### src/rtl/sram_ctrl_pkg.sv
package sram_ctrl_pkg;

  typedef enum logic [2:0] {
    ST_IDLE,
    ST_RD_ACC,
    ST_RD_DONE,
    ST_WR_SETUP,
    ST_WR_DRIVE,
    ST_WR_DONE,
    ST_TURN
  } seq_state_e;

  // nanoseconds to whole clock cycles, rounded up, at least one
  function automatic int unsigned ns_to_cyc(int unsigned ns, int unsigned period);
    int unsigned c;
    c = (ns + period - 1) / period;
    return (c == 0) ? 1 : c;
  endfunction

  function automatic int unsigned max2(int unsigned a, int unsigned b);
    return (a > b) ? a : b;
  endfunction

endpackage

### src/rtl/sram_phase_timer.sv
module sram_phase_timer #(
  parameter int unsigned CW = 2
) (
  input  logic          clk,
  input  logic          rst_n,
  input  logic          load,
  input  logic [CW-1:0] load_val,
  output logic          expired
);
  logic [CW-1:0] cnt;

  always_ff @(posedge clk) begin
    if (!rst_n)            cnt <= '0;
    else if (load)         cnt <= load_val;
    else if (cnt != '0)    cnt <= cnt - 1'b1;
  end

  assign expired = (cnt == '0);
endmodule

### src/rtl/sram_seq.sv
module sram_seq
  import sram_ctrl_pkg::*;
#(
  parameter int unsigned RD_CYC  = 2,
  parameter int unsigned HZ_CYC  = 1,
  parameter int unsigned DRV_CYC = 1,
  parameter int unsigned CW      = 2
) (
  input  logic          clk,
  input  logic          rst_n,
  input  logic          start,
  input  logic          is_write,
  input  logic          expired,
  output seq_state_e    state,
  output logic          tload,
  output logic [CW-1:0] tval
);
  seq_state_e nxt;

  always_comb begin
    nxt   = state;
    tload = 1'b0;
    tval  = '0;
    unique case (state)
      ST_IDLE: if (start) begin
        tload = 1'b1;
        if (is_write) begin
          tval = CW'(HZ_CYC - 1);
          nxt  = ST_WR_SETUP;
        end else begin
          tval = CW'(RD_CYC - 1);
          nxt  = ST_RD_ACC;
        end
      end
      ST_RD_ACC:   if (expired) nxt = ST_RD_DONE;
      ST_RD_DONE:  nxt = ST_TURN;
      ST_WR_SETUP: if (expired) begin
        tload = 1'b1;
        tval  = CW'(DRV_CYC - 1);
        nxt   = ST_WR_DRIVE;
      end
      ST_WR_DRIVE: if (expired) nxt = ST_WR_DONE;
      ST_WR_DONE:  nxt = ST_TURN;
      ST_TURN:     nxt = ST_IDLE;
      default:     nxt = ST_IDLE;
    endcase
  end

  always_ff @(posedge clk) begin
    if (!rst_n) state <= ST_IDLE;
    else        state <= nxt;
  end
endmodule

### src/rtl/sram_lane_ctrl.sv
module sram_lane_ctrl
  import sram_ctrl_pkg::*;
#(
  parameter int unsigned ADDR_W        = 15,
  parameter int unsigned LANE_W        = 8,
  parameter int unsigned CLK_PERIOD_NS = 10,
  parameter int unsigned T_ACCESS_NS   = 12,
  parameter int unsigned T_OE_DATA_NS  = 6,
  parameter int unsigned T_BE_DATA_NS  = 6,
  parameter int unsigned T_WPULSE_NS   = 8,
  parameter int unsigned T_DSETUP_NS   = 6,
  parameter int unsigned T_HIZ_NS      = 6
) (
  input  logic                clk,
  input  logic                rst_n,
  input  logic                req_valid,
  output logic                req_ready,
  input  logic                req_write,
  input  logic [ADDR_W-1:0]   req_addr,
  input  logic [2*LANE_W-1:0] req_wdata,
  input  logic [1:0]          req_lanes,
  output logic                rsp_valid,
  output logic [2*LANE_W-1:0] rsp_rdata,
  output logic                mem_ce,
  output logic                mem_oe_n,
  output logic                mem_we_n,
  output logic                mem_lb_n,
  output logic                mem_ub_n,
  output logic [ADDR_W-1:0]   mem_addr,
  output logic [2*LANE_W-1:0] mem_dq_out,
  input  logic [2*LANE_W-1:0] mem_dq_in,
  output logic                mem_dq_oe
);
  localparam int unsigned LANES   = 2;
  localparam int unsigned DATA_W  = LANES * LANE_W;
  localparam int unsigned HZ_CYC  = ns_to_cyc(T_HIZ_NS, CLK_PERIOD_NS);
  localparam int unsigned RD_CYC  = max2(ns_to_cyc(T_ACCESS_NS, CLK_PERIOD_NS),
                                    max2(ns_to_cyc(T_OE_DATA_NS, CLK_PERIOD_NS),
                                         ns_to_cyc(T_BE_DATA_NS, CLK_PERIOD_NS)));
  localparam int unsigned WPW_CYC = ns_to_cyc(T_WPULSE_NS, CLK_PERIOD_NS);
  localparam int unsigned DRV_CYC = max2(ns_to_cyc(T_DSETUP_NS, CLK_PERIOD_NS),
                                    (WPW_CYC > HZ_CYC) ? WPW_CYC - HZ_CYC : 1);
  localparam int unsigned MAX_CYC = max2(RD_CYC, max2(HZ_CYC, DRV_CYC));
  localparam int unsigned CW      = (MAX_CYC < 2) ? 1 : $clog2(MAX_CYC);

  seq_state_e        state;
  logic              tload, expired, accept, active;
  logic [CW-1:0]     tval;
  logic [ADDR_W-1:0] addr_q;
  logic [DATA_W-1:0] wdata_q, rdata_q;
  logic [LANES-1:0]  lane_q, ben_n;
  logic              write_q;

  assign req_ready = (state == ST_IDLE);
  assign accept    = req_valid && req_ready;

  sram_seq #(
    .RD_CYC(RD_CYC), .HZ_CYC(HZ_CYC), .DRV_CYC(DRV_CYC), .CW(CW)
  ) u_seq (
    .clk(clk), .rst_n(rst_n), .start(accept), .is_write(req_write),
    .expired(expired), .state(state), .tload(tload), .tval(tval)
  );

  sram_phase_timer #(.CW(CW)) u_timer (
    .clk(clk), .rst_n(rst_n), .load(tload), .load_val(tval), .expired(expired)
  );

  // request registers, loaded only on transfer
  always_ff @(posedge clk) begin
    if (!rst_n) begin
      addr_q  <= '0;
      wdata_q <= '0;
      lane_q  <= '0;
      write_q <= 1'b0;
    end else if (accept) begin
      addr_q  <= req_addr;
      wdata_q <= req_wdata;
      lane_q  <= req_lanes;
      write_q <= req_write;
    end
  end

  assign active = (state == ST_RD_ACC) || (state == ST_WR_SETUP) ||
                  (state == ST_WR_DRIVE) || (state == ST_WR_DONE);

  for (genvar l = 0; l < LANES; l++) begin : g_lane
    assign ben_n[l] = !(active && lane_q[l]);
    // capture on the final access cycle, still under CE and OE
    always_ff @(posedge clk) begin
      if (!rst_n)
        rdata_q[l*LANE_W +: LANE_W] <= '0;
      else if (state == ST_RD_ACC && expired && !write_q)
        rdata_q[l*LANE_W +: LANE_W] <= lane_q[l] ? mem_dq_in[l*LANE_W +: LANE_W] : '0;
    end
  end

  assign mem_ce     = active;
  assign mem_oe_n   = (state != ST_RD_ACC);
  assign mem_we_n   = !((state == ST_WR_SETUP) || (state == ST_WR_DRIVE));
  assign mem_dq_oe  = (state == ST_WR_DRIVE);
  assign mem_lb_n   = ben_n[0];
  assign mem_ub_n   = ben_n[1];
  assign mem_addr   = addr_q;
  assign mem_dq_out = wdata_q;
  assign rsp_valid  = (state == ST_RD_DONE) || (state == ST_WR_DONE);
  assign rsp_rdata  = rdata_q;
endmodule

### config.mk
export PLATFORM = sky130hd
export DESIGN_NAME = sram_lane_ctrl
export DESIGN_NICKNAME = d
export VERILOG_FILES = /design/src/rtl/sram_ctrl_pkg.sv /design/src/rtl/sram_phase_timer.sv /design/src/rtl/sram_seq.sv /design/src/rtl/sram_lane_ctrl.sv
export SDC_FILE = /design/constraint.sdc
export NUM_CORES = 1
export LEC_CHECK = 0
export BUFFER_PORTS_ARGS = -buffer_cell sky130_fd_sc_hd__buf_2
export CAP_MARGIN = 20
export CORE_ASPECT_RATIO = 0.8
export CORE_MARGIN = 3
export CORE_UTILIZATION = 42
export DETAILED_ROUTE_END_ITERATION = 6
export GPL_ROUTABILITY_DRIVEN = 0
export GPL_TIMING_DRIVEN = 0
export PLACE_DENSITY_LB_ADDON = 0.25
export SYNTH_ARGS = -nofsm -noshare
export SYNTH_HDL_FRONTEND = slang
export SYNTH_SLANG_ARGS = --single-unit
### constraint.sdc
create_clock -name clk -period 1.28 [get_ports clk]
set_input_delay 0 -clock clk [delete_from_list [all_inputs] [get_ports clk]]
set_output_delay 0 -clock clk [all_outputs]
set_load 0.03 [all_outputs]
=== Yosys cells after proc, flatten, opt, wreduce, memory -nomap -nowiden ===
Cells that the tools add are included.

* Equality and inequality tests: 10
* Reduce and logical (&&, ||, !) cells: 17
* Bitwise logic cells: 1
* Multiplexer cells: 16
* Add/sub/neg operators: 1

{| class="wikitable"
|+ Operators by type and width
! kind !! count
|-
| two-way mux 8 bit || 2
|-
| one-hot mux 3 bit (5 select lines) || 1
|-
| two-way mux 3 bit || 4
|-
| two-way mux 1 bit || 7
|-
| == test 3 x 2 -> 1 bit (second input constant) || 2
|-
| == test 3 bit (second input constant) || 2
|-
| inequality test 2 bit (second input constant) || 3
|-
| logical AND 1 bit || 5
|-
| logical OR 1 bit || 5
|-
| zero test 1 bit || 4
|-
| AND reduction 4 bit || 1
|-
| == test 3 x 1 -> 1 bit (second input constant) || 1
|-
| zero test 3 bit || 1
|-
| inequality test 3 x 1 -> 1 bit (second input constant) || 1
|-
| two-way mux 2 bit || 1
|-
| inequality test 2 x 1 -> 1 bit (second input constant) || 1
|-
| one-hot mux 1 bit (2 select lines) || 1
|-
| OR reduction 2 bit || 1
|-
| NOT 1 bit || 1
|-
| subtractor 1 bit (second input constant) || 1
|}

* Register bits after elaboration: 54
* Word-level logic and storage cells: 53
* Input bits: 53
* Output and inout port bits: 55

=== Logic depth before layout (Yosys ltp) ===
Gate-level depths: netlist of run 1.

* Word-level depth: 6
* Mapped depth: 6

=== Modules after synthesis ===
A second synthesis of run 1 with hierarchy kept.

* Cells, all modules: 265
* Area total of the unflattened synthesis: 2,267.2 um^2

{| class="wikitable"
|+ By module, submodules not included
! module !! times used !! cells each !! area an instance (um^2)
|-
| sram_lane_ctrl || 1 || 237 || 2,019.4
|-
| sram_seq || 1 || 25 || 217.7
|-
| sram_phase_timer || 1 || 3 || 30.0
|}

=== Worst setup path after synthesis of run 1 ===
Ideal clock, no wire load.

* Path type: reg-to-output
* Start point: reg u_seq.state[2]
* End point: out mem_lb_n
* Stages on the path, launching flop included: 5
* Required time: 1.280 ns
* Arrival: 1.626 ns
* Slack: -0.346 ns
* Path buffers: 1
* Cell sequence: dfxtp_1 > buf_2 > nor2_1 > a21oi_1 > nand2_1

* Longest elaborated chain between the ends: 6
* Elaborated cells on any way between the ends: 9
* Classes of those cells: 4 x eq/ne; 5 x reduce/logical

{| class="wikitable"
|+ RTL lines
! element !! RTL line !! text
|-
| start: declaration || sram_seq.sv:14 || <nowiki>output seq_state_e state,</nowiki>
|-
| start signal: assignment || sram_seq.sv:51 || <nowiki>else state <= nxt;</nowiki>
|-
| == test 3 x 1 -> 1 bit / == test 3 x 2 -> 1 bit (equally long branches) || sram_lane_ctrl.sv:83 || <nowiki>assign active = (state == ST_RD_ACC) || (state == ST_WR_SETUP) ||</nowiki>
|-
| logical OR 1 bit (2 in series) || sram_lane_ctrl.sv:83 ||
|-
| logical OR 1 bit * || sram_lane_ctrl.sv:84 || <nowiki>(state == ST_WR_DRIVE) || (state == ST_WR_DONE);</nowiki>
|-
| net mem_ce || sram_lane_ctrl.sv:24 || <nowiki>output logic mem_ce,</nowiki>
|-
| logical AND 1 bit * || sram_lane_ctrl.sv:87 || <nowiki>assign ben_n[l] = !(active && lane_q[l]);</nowiki>
|-
| zero test 1 bit * || sram_lane_ctrl.sv:87 ||
|-
| end: declaration || sram_lane_ctrl.sv:27 || <nowiki>output logic mem_lb_n,</nowiki>
|}

The timed path passes the listed nets; every way through them passes the cells marked *.

=== Worst setup path in the final report of run 1 ===
* Start point: reg u_seq.state[1]
* End point: reg lane_q[0]

* Longest elaborated chain between the ends: 2

{| class="wikitable"
|+ RTL lines
! element !! RTL line !! text
|-
| zero test 3 bit || sram_lane_ctrl.sv:54 || <nowiki>assign req_ready = (state == ST_IDLE);</nowiki>
|-
| logical AND 1 bit || sram_lane_ctrl.sv:55 || <nowiki>assign accept = req_valid && req_ready;</nowiki>
|-
| end signal: assignment || sram_lane_ctrl.sv:78 || <nowiki>lane_q <= req_lanes;</nowiki>
|-
| end: declaration || sram_lane_ctrl.sv:51 || <nowiki>logic [LANES-1:0] lane_q, ben_n;</nowiki>
|}

No other way between the ends.
A chain may end at the register's enable or synchronous reset.

==> flow_summary.json, run 1 <==
{
  "portBuffers": 106,
  "cts_root_buffer": "clkbuf_8",
  "tns_ns": -5.19,
  "crit_fanout": 10,
  "track_usage": 0.231,
  "ys_types": 28,
  "r2r_start": "u_seq.state[1]$_SDFFE_PN0P_",
  "startpoint_type": "flop",
  "drive_gt1_frac": 0.499,
  "ys_ff_latch": 54,
  "grt_overflow_total": 0,
  "synth_nets": 318,
  "leakage_nw": 1.89,
  "synth-simple-area-share": 0.235,
  "fmax_mhz": 684,
  "vias_per_cell": 5.10,
  "placed_area_sq_mm": 0.00295,
  "critPathLaunch": "u_seq.state[1]$_SDFFE_PN0P_",
  "avgSynthCellArea_sq_um": 8.71,
  "synth_area_sq_mm": 0.00230,
  "slowest_delay_ns": 0.62,
  "worst_hold_slack_ns": 0.152,
  "synth_cells": 264,
  "fin_ws_ns": -0.182,
  "cts-buffers-inserted": 5,
  "die_x_um": 88.7,
  "drtIter0Drc": 104,
  "ys_warn_count": 0,
  "hpwl_um": 4330,
  "setup_viol": 58,
  "status": "finished with violations",
  "worstHoldPathType": "input pin to flop",
  "die_h_um": 72.2,
  "tightestPinTransition_ns": 0.481,
  "insertion_delay_ns": 0.31,
  "totalWireLength_um": 8270,
  "grt_antenna_before_repair": 0,
  "initial_core_util": 0.446,
  "period_needed_ns": 1.46,
  "post-route-drc-count": 0,
  "worstPathArrival_ns": 1.67,
  "synth_top_family_by_area": "simple AND/OR/NAND/NOR gates",
  "synthArstFlopShare": 0,
  "grt_start_max_net_pins": 16,
  "ant_nets": 0,
  "synth-adder-area-share": 0.00544,
  "reg2reg_depth": 4,
  "first_global_vias": 2544,
  "cp.required_ns": 1.49,
  "synth-compound-area-share": 0.220,
  "failed_checks": "setup timing",
  "synthMuxAreaShare": 0.00490,
  "fin_crit_sh": 1.14,
  "hold_start": "rst_n",
  "num_rows": 23,
  "diodes": 0,
  "synth_flop_cell": "dfxtp_1",
  "synth-edff-count": 0,
  "cts_tree": "yes",
  "critPathTopFamily": "simple AND/OR/NAND/NOR gates",
  "crit_slowest_cell": "or4b_4",
  "p_per_area_mw_per_mm2": 1450,
  "cap_violations": 0,
  "path_class": "flop to flop",
  "crit_cells": 4,
  "first_pass_iters": 5,
  "h-tree-depth": 2,
  "ir_drop_mv": 0.886,
  "crit_buf_inv": 1,
  "core_sq_mm": 0.00515,
  "vias": 2629,
  "syn2layout_area_growth_pct": 83.9,
  "holdPathStages": 2,
  "yosys.area_share.xor_xnor": 0,
  "cts_sinks": 54,
  "skew_ns": 0.00416,
  "end_kind": "flop",
  "hold_viol": 0,
  "critical_path.cell_chain": "or4b_4, buf_6, nand2_1, a21boi_2",
  "ys_seq_area_frac": 0.470,
  "slew_headroom": 0.679,
  "grt_pass1_wl_um": 11800,
  "fin_nets": 506,
  "nFillCells": 312,
  "io_pins": 108,
  "dieArea_sq_mm": 0.00640,
  "rsz0062_at_grt": "true",
  "post-route-cell-area_sq_mm": 0.00423,
  "wl_per_cell_um": 16.1,
  "clk_pin_slew_ns": 0.09,
  "drv_slew": 0,
  "cts_max_path_buffers": 2
}
==> placed cells by master (no fill, tap or decap), drive strengths merged <==
cell	synthesis	layout
a21boi	52	52
dlygate4sd3	0	50
or2	4	4
nor2b	5	5
or4b	1	1
o21ai	17	17
o311ai	1	1
nor4b	1	1
nor3	2	2
o31ai	1	1
nand2	71	71
bufinv	0	1
mux2	1	1
nor3b	2	2
nand3	1	1
ha	1	1
clkbuf	10	20
dfxtp	54	54
nor2	4	4
inv	1	1
nand3b	2	2
and2	1	1
a21oi	3	3
nand4	16	16
buf	13	141
==> state kept, by name, indices dropped and copies added, names as in the netlist <==
signal and flops:
lane_q 2, mem_addr 15, mem_dq_out 16, rsp_rdata 16, u_seq.state 3, u_timer.cnt 1, write_q 1
==> routing by layer <==
metal / track usage / part of all wire / vias up
met3: 0.0511 / 0.058 / 18
met4: 0.0839 / 0.022 / 0
li1: - / - / 1279
met5: 0 / 0 / -
met1: 0.294 / 0.41 / 1219
met2: 0.382 / 0.51 / 113
==> power breakdown <==
group,leakage [nW],internal [mW],switching (mW)
clock,0.0524,0.586,0.555
combinational,1.40,1.40,1.60
sequential,0.442,1.87,0.125
==> path summary, 6_finish.rpt <==
| path | slack [ns] | end |
|---|---|---|
| worst min register to register | 0.45 | mem_addr[6]$_SDFFE_PN0P_ |
| worst min-delay path | 0.15 | mem_addr[6]$_SDFFE_PN0P_ |
| worst max-delay path | -0.18 | lane_q[0]$_SDFFE_PN0P_ |
| worst max register to register | -0.18 | lane_q[0]$_SDFFE_PN0P_ |
==> cells by family after synthesis <==
| family | after synthesis |
|---|---|
| buffers and inverters | 24 |
| muxes | 1 |
| and+or+nand+nor | 110 |
| adders and majority gates | 1 |
| DFF | 54 |
| AOI/OAI and AO/OA | 74 |
==> synthesized netlist by cell type (2+ instances only) <==
| library cell | count | area (sq um) |
|---|---|---|
| buf_4 | 2 | 15.0 |
| nor3_1 | 2 | 10.0 |
| o21ai_0 | 17 | 85.1 |
| a21boi_0 | 17 | 128 |
| or2_2 | 4 | 25.0 |
| a21boi_1 | 35 | 263 |
| nand3b_1 | 2 | 15.0 |
| nor2_1 | 4 | 15.0 |
| buf_2 | 4 | 20.0 |
| a21oi_1 | 3 | 15.0 |
| nand2_1 | 71 | 267 |
| nand4_1 | 16 | 100 |
| nor2b_1 | 5 | 31.3 |
| clkbuf_1 | 10 | 37.5 |
| dfxtp_1 | 54 | 1080 |
| buf_6 | 6 | 67.6 |
==> metrics by stage <==
stage                     std cells  total power [mW]  setup slack [ns]  utilization
after global routing            515              6.42            -0.232        0.821
after CTS                       502              5.44            -0.106        0.734
after detailed placement        432              3.85            -0.266        0.572
after global placement          432              3.83            -0.214        0.572
final                           515              6.14            -0.182        0.821
after floorplan                 264              3.33           -0.0639            -
==> cell type report <==
| cell class | count | area (sq um) | share of cell area |
|---|---|---|---|
| multi-input combinational | 186 | 1370 | 0.323 |
| inverter | 1 | 3.75 | 0.000888 |
| sequential | 54 | 1090 | 0.258 |
| timing repair buffer | 183 | 1390 | 0.329 |
| clock inverter | 1 | 30.0 | 0.00710 |
| tap | 62 | 77.6 | 0.0183 |
| buffer | 21 | 191 | 0.0453 |
| clock buffer | 7 | 76.3 | 0.0181 |
==> timing repair <==
item,in CTS,in global routing
pin swaps,8,58
endpoints found under the setup margin,60,61
hold buffers,50,0
endpoints found under the hold margin,51,0
resized for setup,60,93
buffers inserted,13,7
cloned,1,6
(Power assumes the default switching activity.)
==> run 2: changes to the inputs <==
==> constraint.sdc (replaced) <==
create_clock -name clk -period 1.28 [get_ports clk]
set_input_delay 0.192 -clock clk [delete_from_list [all_inputs] [get_ports clk]]
set_output_delay 0.192 -clock clk [all_outputs]
set_load 0.03 [all_outputs]
==> run 2 against run 1 <==
Net effect: cell area down 16%; count of clock-buffer cells in the layout down 1; largest power group unchanged; the run still ends with setup timing left; largest cell class is now multi-input gates; clock power down 13%; clock skew about the same; routed wire length down 19%; register-to-register slack worse by 0.02 ns; maximum frequency down 5.1%.
==> flow_summary.json, run 2 (synthesis gave the netlist of run 1 again) <==
{
  "r2r_end": "rsp_rdata[6]$_SDFFE_PN0P_",
  "skew_ns": 0.00400,
  "period_needed_ns": 1.54,
  "tightestPinTransition_ns": 0.507,
  "slew_headroom": 0.662,
  "cap_violations": 0,
  "first_pass_iters": 4,
  "placed_area_sq_mm": 0.00298,
  "dpl_worst_slack_ns": -0.278,
  "die_h_um": 72.2,
  "grt_antenna_before_repair": 0,
  "final_cell_mix": "99 x buf_2, 59 x nand2_1, 51 x dfxtp_1, 44 x a21boi_1, 22 x buf_6",
  "status": "finished with violations",
  "h-tree-depth": 2,
  "p_int_mw": 3.51,
  "ir_drop_mv": 0.781,
  "drv_slew": 0,
  "post-route-cell-area_sq_mm": 0.00357,
  "hold_start": "req_write",
  "reg2reg_depth": 8,
  "startpoint_type": "flop",
  "holdPathStages": 2,
  "fin_nets": 454,
  "r2r_setup_slack_ns": -0.20,
  "crit_slowest_cell": "dfxtp_4",
  "totalWireLength_um": 6680,
  "insertion_delay_ns": 0.30,
  "cts_root_buffer": "clkbuf_8",
  "initial_core_util": 0.446,
  "r2r_start": "u_seq.state[0]$_SDFFE_PN0P_",
  "cts_sinks": 54,
  "io_pins": 108,
  "track_usage": 0.204,
  "critPathTopFamily": "flip-flops",
  "critPathLaunch": "u_seq.state[1]$_SDFFE_PN0P_",
  "end_kind": "output port",
  "clk_pin_slew_ns": 0.09,
  "fmax_mhz": 649,
  "grt_start_max_net_pins": 17,
  "crit_buf_inv": 2,
  "fin_ws_ns": -0.261,
  "slowest_delay_ns": 0.37,
  "cts_max_path_buffers": 2,
  "wl_per_cell_um": 14.4,
  "power.switching_mw": 2.13,
  "die_x_um": 88.7,
  "drive_gt1_frac": 0.506,
  "ant_nets": 0,
  "grt_pass1_wl_um": 10400,
  "cts_tree": "yes",
  "cts-buffers-inserted": 5,
  "syn2layout_area_growth_pct": 55.4,
  "post-route-drc-count": 0,
  "hpwl_um": 4370,
  "crit_fanout": 7,
  "sequentialPowerShare": 0.353,
  "netSwitchingFraction": 0.378,
  "pwr-share-comb": 0.472,
  "failed_checks": "setup timing",
  "dieArea_sq_mm": 0.00640,
  "cp.required_ns": 1.09,
  "grt_overflow_total": 0,
  "worstHoldPathType": "input pin to flop",
  "num_rows": 23,
  "diodes": 0,
  "rsz0062_at_grt": "true",
  "core_sq_mm": 0.00515,
  "p_per_area_mw_per_mm2": 1580,
  "first_global_vias": 2227,
  "path_class": "flop to output port",
  "hold_viol": 0,
  "vias": 2363,
  "worstPathArrival_ns": 1.35,
  "cts_hold_buffers": 0,
  "vias_per_cell": 5.10,
  "drtIter0Drc": 74,
  "leakage_nw": 1.62,
  "power_frac_clock": 0.175,
  "portBuffers": 106,
  "utilization": 0.693,
  "critical_path.cell_chain": "buf_8, nor2b_4, mux2_4, buf_6",
  "final_common_cell": "buf_2",
  "hold_end": "u_timer.cnt$_SDFF_PN0_",
  "setup_viol": 61,
  "power_mw": 5.64,
  "fin_crit_sh": 1.20
}
## run 2: cell count changes in the layout (fill, tap and decap cells not counted), sizes merged
cell	previous run	this run
buf	141	143
bufinv	1	0
clkbuf	20	15
clkinv	0	1
clkinvlp	0	1
dlygate4sd3	50	0
## run 2: routing by layer
layer	track usage	vias up	routed length (um)
met4	0.0436	0	46
li1	-	1176	-
met2	0.337	87	3260
met5	0	-	0
met3	0.0556	6	493
met1	0.266	1094	2880
## run 2: power groups by stage
| stage | Sequential, mW | Combinational (mW) | Clock [mW] |
|---|---|---|---|
| after floorplan | 2.30 | 1.09 | 0 |
| after CTS | 1.99 | 2.36 | 1.01 |
| final | 1.99 | 2.66 | 0.989 |
| after global routing | 2.01 | 2.85 | 1.09 |
| after detailed placement | 2.02 | 1.90 | 0 |
| after global placement | 2.01 | 1.88 | 0 |
## run 2: through the flow
stage,instances,hold slack [ns],setup TNS (ns)
2_1_floorplan,264,0.263,-2.48
3_3_place_gp,432,0.402,-9.26
6_report,463,0.0826,-9.23
3_5_place_dp,432,0.401,-11.74
5_1_grt,463,0.0810,-13.20
4_1_cts,456,0.0792,-9.37
## run 2: final cells by class
type                       count  area (sq um)
fill                         434          1580
clock inverter                 2          12.5
clock buffer                   6          82.6
buffer                        22           210
timing repair buffer         130           832
sequential                    54          1090
inverter                       1          3.75
multi-input combinational    186          1260
tap                           62          77.6
## run 2: worst register-to-register path: stages, from the launching register on
cell and delay, ns:
dfxtp_2 0.37, buf_8 0.14, nor3b_4 0.21, inv_2 0.08
buf_8 0.12, buf_4 0.14, buf_6 0.13, o21ai_2 0.12
a21boi_1 0.07
## run 2: repair_timing
action | CTS | global route
endpoints found under the setup margin | 61 | 62
resized for setup | 60 | 46
cloned | 3 | 1
pin swaps | 28 | 17
buffers inserted | 14 | 9
## run 2: worst max path at each step
stage,slack [ns],cells past startpoint,to
2_1_floorplan,-0.07,5,mem_addr[0]$_SDFFE_PN0P_
3_3_place_gp,-0.24,5,mem_oe_n
3_5_place_dp,-0.28,5,mem_dq_out[1]$_SDFFE_PN0P_
4_1_cts,-0.26,4,rsp_valid
5_1_grt,-0.31,5,mem_oe_n
6_report,-0.26,4,rsp_valid
==> run 3: changes to the inputs <==
==> constraint.sdc (replaced) <==
create_clock -name clk -period 1.28 [get_ports clk]
set_input_delay 0.128 -clock clk [delete_from_list [all_inputs] [get_ports clk]]
set_output_delay 0.128 -clock clk [all_outputs]
set_load 0.03 [all_outputs]
==> run 3 against run 2 <==
Net effect: the run still ends with setup timing left; worst hold slack got worse by 0.039 ns; register-to-register slack about the same; sequential power about the same; maximum frequency increased by 1.7%; power increased by 0.12%; worst setup slack improved by 0.026 ns; critical path depth increased by 1; sequential cell count unchanged; critical path type unchanged; critical endpoint is now mem_oe_n.
==> flow_summary.json, run 3 (synthesis gave the netlist of run 1 again) <==
{
  "status": "finished with violations",
  "failed_checks": "setup timing",
  "portBuffers": 106,
  "hold_end": "u_timer.cnt$_SDFF_PN0_",
  "startpoint_type": "flop",
  "grt.busiest_layer": "met2",
  "wl_per_cell_um": 14.9,
  "grt_overflow_total": 0,
  "syn2layout_area_growth_pct": 56.5,
  "totalWireLength_um": 6910,
  "dieArea_sq_mm": 0.00640,
  "pwr-share-comb": 0.482,
  "critical_path.cell_chain": "buf_8, nor3b_4, inv_2, buf_8, buf_6",
  "crit_buf_inv": 4,
  "h-tree-depth": 2,
  "cts-buffers-inserted": 5,
  "post-route-drc-count": 0,
  "die_x_um": 88.7,
  "reg2reg_depth": 7,
  "rsz0062_at_grt": "true",
  "drtIter0Drc": 83,
  "period_needed_ns": 1.51,
  "diodes": 0,
  "num_rows": 23,
  "ant_nets": 0,
  "insertion_delay_ns": 0.30,
  "first_pass_iters": 4,
  "core_sq_mm": 0.00515,
  "tightestPinTransition_ns": 0.492,
  "final_common_cell": "buf_2",
  "p_per_area_mw_per_mm2": 1570,
  "groute.layer.met3.usage": 0.0760,
  "drv_slew": 0,
  "initial_core_util": 0.446,
  "fin_ws_ns": -0.235,
  "skew_ns": 0.00466,
  "tns_ns": -8.95,
  "cts_sinks": 54,
  "grt_start_max_net_pins": 16,
  "cts_tree": "yes",
  "sequentialPowerShare": 0.355,
  "r2r_setup_slack_ns": -0.21,
  "leakage_nw": 1.61,
  "end_kind": "output port",
  "fmax_mhz": 660,
  "grtUsageMet2": 0.349,
  "met1_usage": 0.266,
  "crit_slowest_cell": "dfxtp_4",
  "cts_hold_buffers": 0,
  "die_h_um": 72.2,
  "hold_viol": 0,
  "hpwl_um": 4420,
  "hold_start": "req_write",
  "r2r_start": "u_seq.state[1]$_SDFFE_PN0P_",
  "io_pins": 108,
  "cts_max_path_buffers": 2,
  "first_global_vias": 2374,
  "power_mw": 5.64,
  "worstPathArrival_ns": 1.39,
  "power_frac_clock": 0.163,
  "final_cell_mix": "99 x buf_2, 55 x nand2_1, 51 x dfxtp_1, 44 x a21boi_1, 22 x buf_6",
  "fin_crit_sh": 1.18,
  "drive_gt1_frac": 0.522,
  "slowest_delay_ns": 0.38,
  "setup_viol": 60,
  "cts_root_buffer": "clkbuf_8",
  "netSwitchingFraction": 0.383,
  "ir_drop_mv": 0.911,
  "grt_pass1_wl_um": 10700,
  "clk_pin_slew_ns": 0.09,
  "crit_top_cell": "buf_8",
  "worstHoldPathType": "input pin to flop",
  "holdPathStages": 2,
  "path_class": "flop to output port",
  "grt_antenna_before_repair": 0,
  "vias": 2369,
  "fin_nets": 456,
  "r2r_end": "mem_addr[0]$_SDFFE_PN0P_",
  "cap_violations": 0,
  "power.switching_mw": 2.16,
  "slew_headroom": 0.672,
  "vias_per_cell": 5.11,
  "p_int_mw": 3.48,
  "crit_fanout": 7,
  "track_usage": 0.212,
  "critPathTopFamily": "buffers and inverters",
  "cp.required_ns": 1.15
}
[run 3: worst register-to-register path, stage by stage, from the launching register on]
cell	delay (ns)
dfxtp_4	0.37
buf_8	0.13
buf_6	0.12
nor4b_4	0.30
buf_6	0.20
buf_6	0.14
nand2_2	0.06
a21boi_2	0.13
[run 3: layer usage]
layer	wire length, um	part of all wire
met2	3370	0.49
met5	0	0
met4	46	0.0067
met3	499	0.072
met1	2990	0.43
[run 3: area by class of cell]
| type | instances | area, sq um |
|---|---|---|
| Sequential cell | 54 | 1090 |
| Clock inverter | 1 | 7.51 |
| Multi-Input combinational cell | 187 | 1290 |
| Fill cell | 437 | 1550 |
| Buffer | 21 | 189 |
| Inverter | 1 | 3.75 |
| Timing Repair Buffer | 132 | 862 |
| Clock buffer | 6 | 72.6 |
| Tap cell | 62 | 77.6 |
[run 3: through the flow]
stage	setup WS [ns]	util	hold slack, ns	std cells	instance area [sq um]
2_1_floorplan	-0.0745	-	0.199	264	2360
3_3_place_gp	-0.201	0.577	0.327	432	2970
3_5_place_dp	-0.217	0.577	0.328	432	2970
4_1_cts	-0.199	0.645	0.00197	455	3320
5_1_grt	-0.299	0.698	0.0340	464	3600
6_report	-0.235	0.698	0.0434	464	3600
[run 3: how the worst max path moves through the flow]
stage,end,startpoint,depth (start not counted)
final,mem_oe_n,u_seq.state[0]$_SDFFE_PN0P_,5
after global routing,mem_addr[3]$_SDFFE_PN0P_,u_seq.state[1]$_SDFFE_PN0P_,7
after CTS,rsp_valid,u_seq.state[1]$_SDFFE_PN0P_,4
after detailed placement,rsp_rdata[4]$_SDFFE_PN0P_,u_timer.cnt$_SDFF_PN0_,5
after global placement,rsp_rdata[2]$_SDFFE_PN0P_,u_timer.cnt$_SDFF_PN0_,4
after floorplan,mem_addr[0]$_SDFFE_PN0P_,u_seq.state[1]$_SDFFE_PN0P_,5
[run 3: power by group through the flow]
stage	registers, mW	clock network [mW]	logic (mW)
floorplan	2.30	0	1.08
global placement	2.01	0	1.85
detailed placement	2.02	0	1.88
CTS	1.99	0.938	2.34
global route	2.02	1.03	2.91
finish	2.00	0.923	2.72
[run 3: timing repair]
item | 4_1_cts | 5_1_grt
setup endpoints to repair | 61 | 62
pin swaps | 21 | 44
setup buffers | 13 | 9
gates cloned | 5 | 3
gates resized for setup | 61 | 61
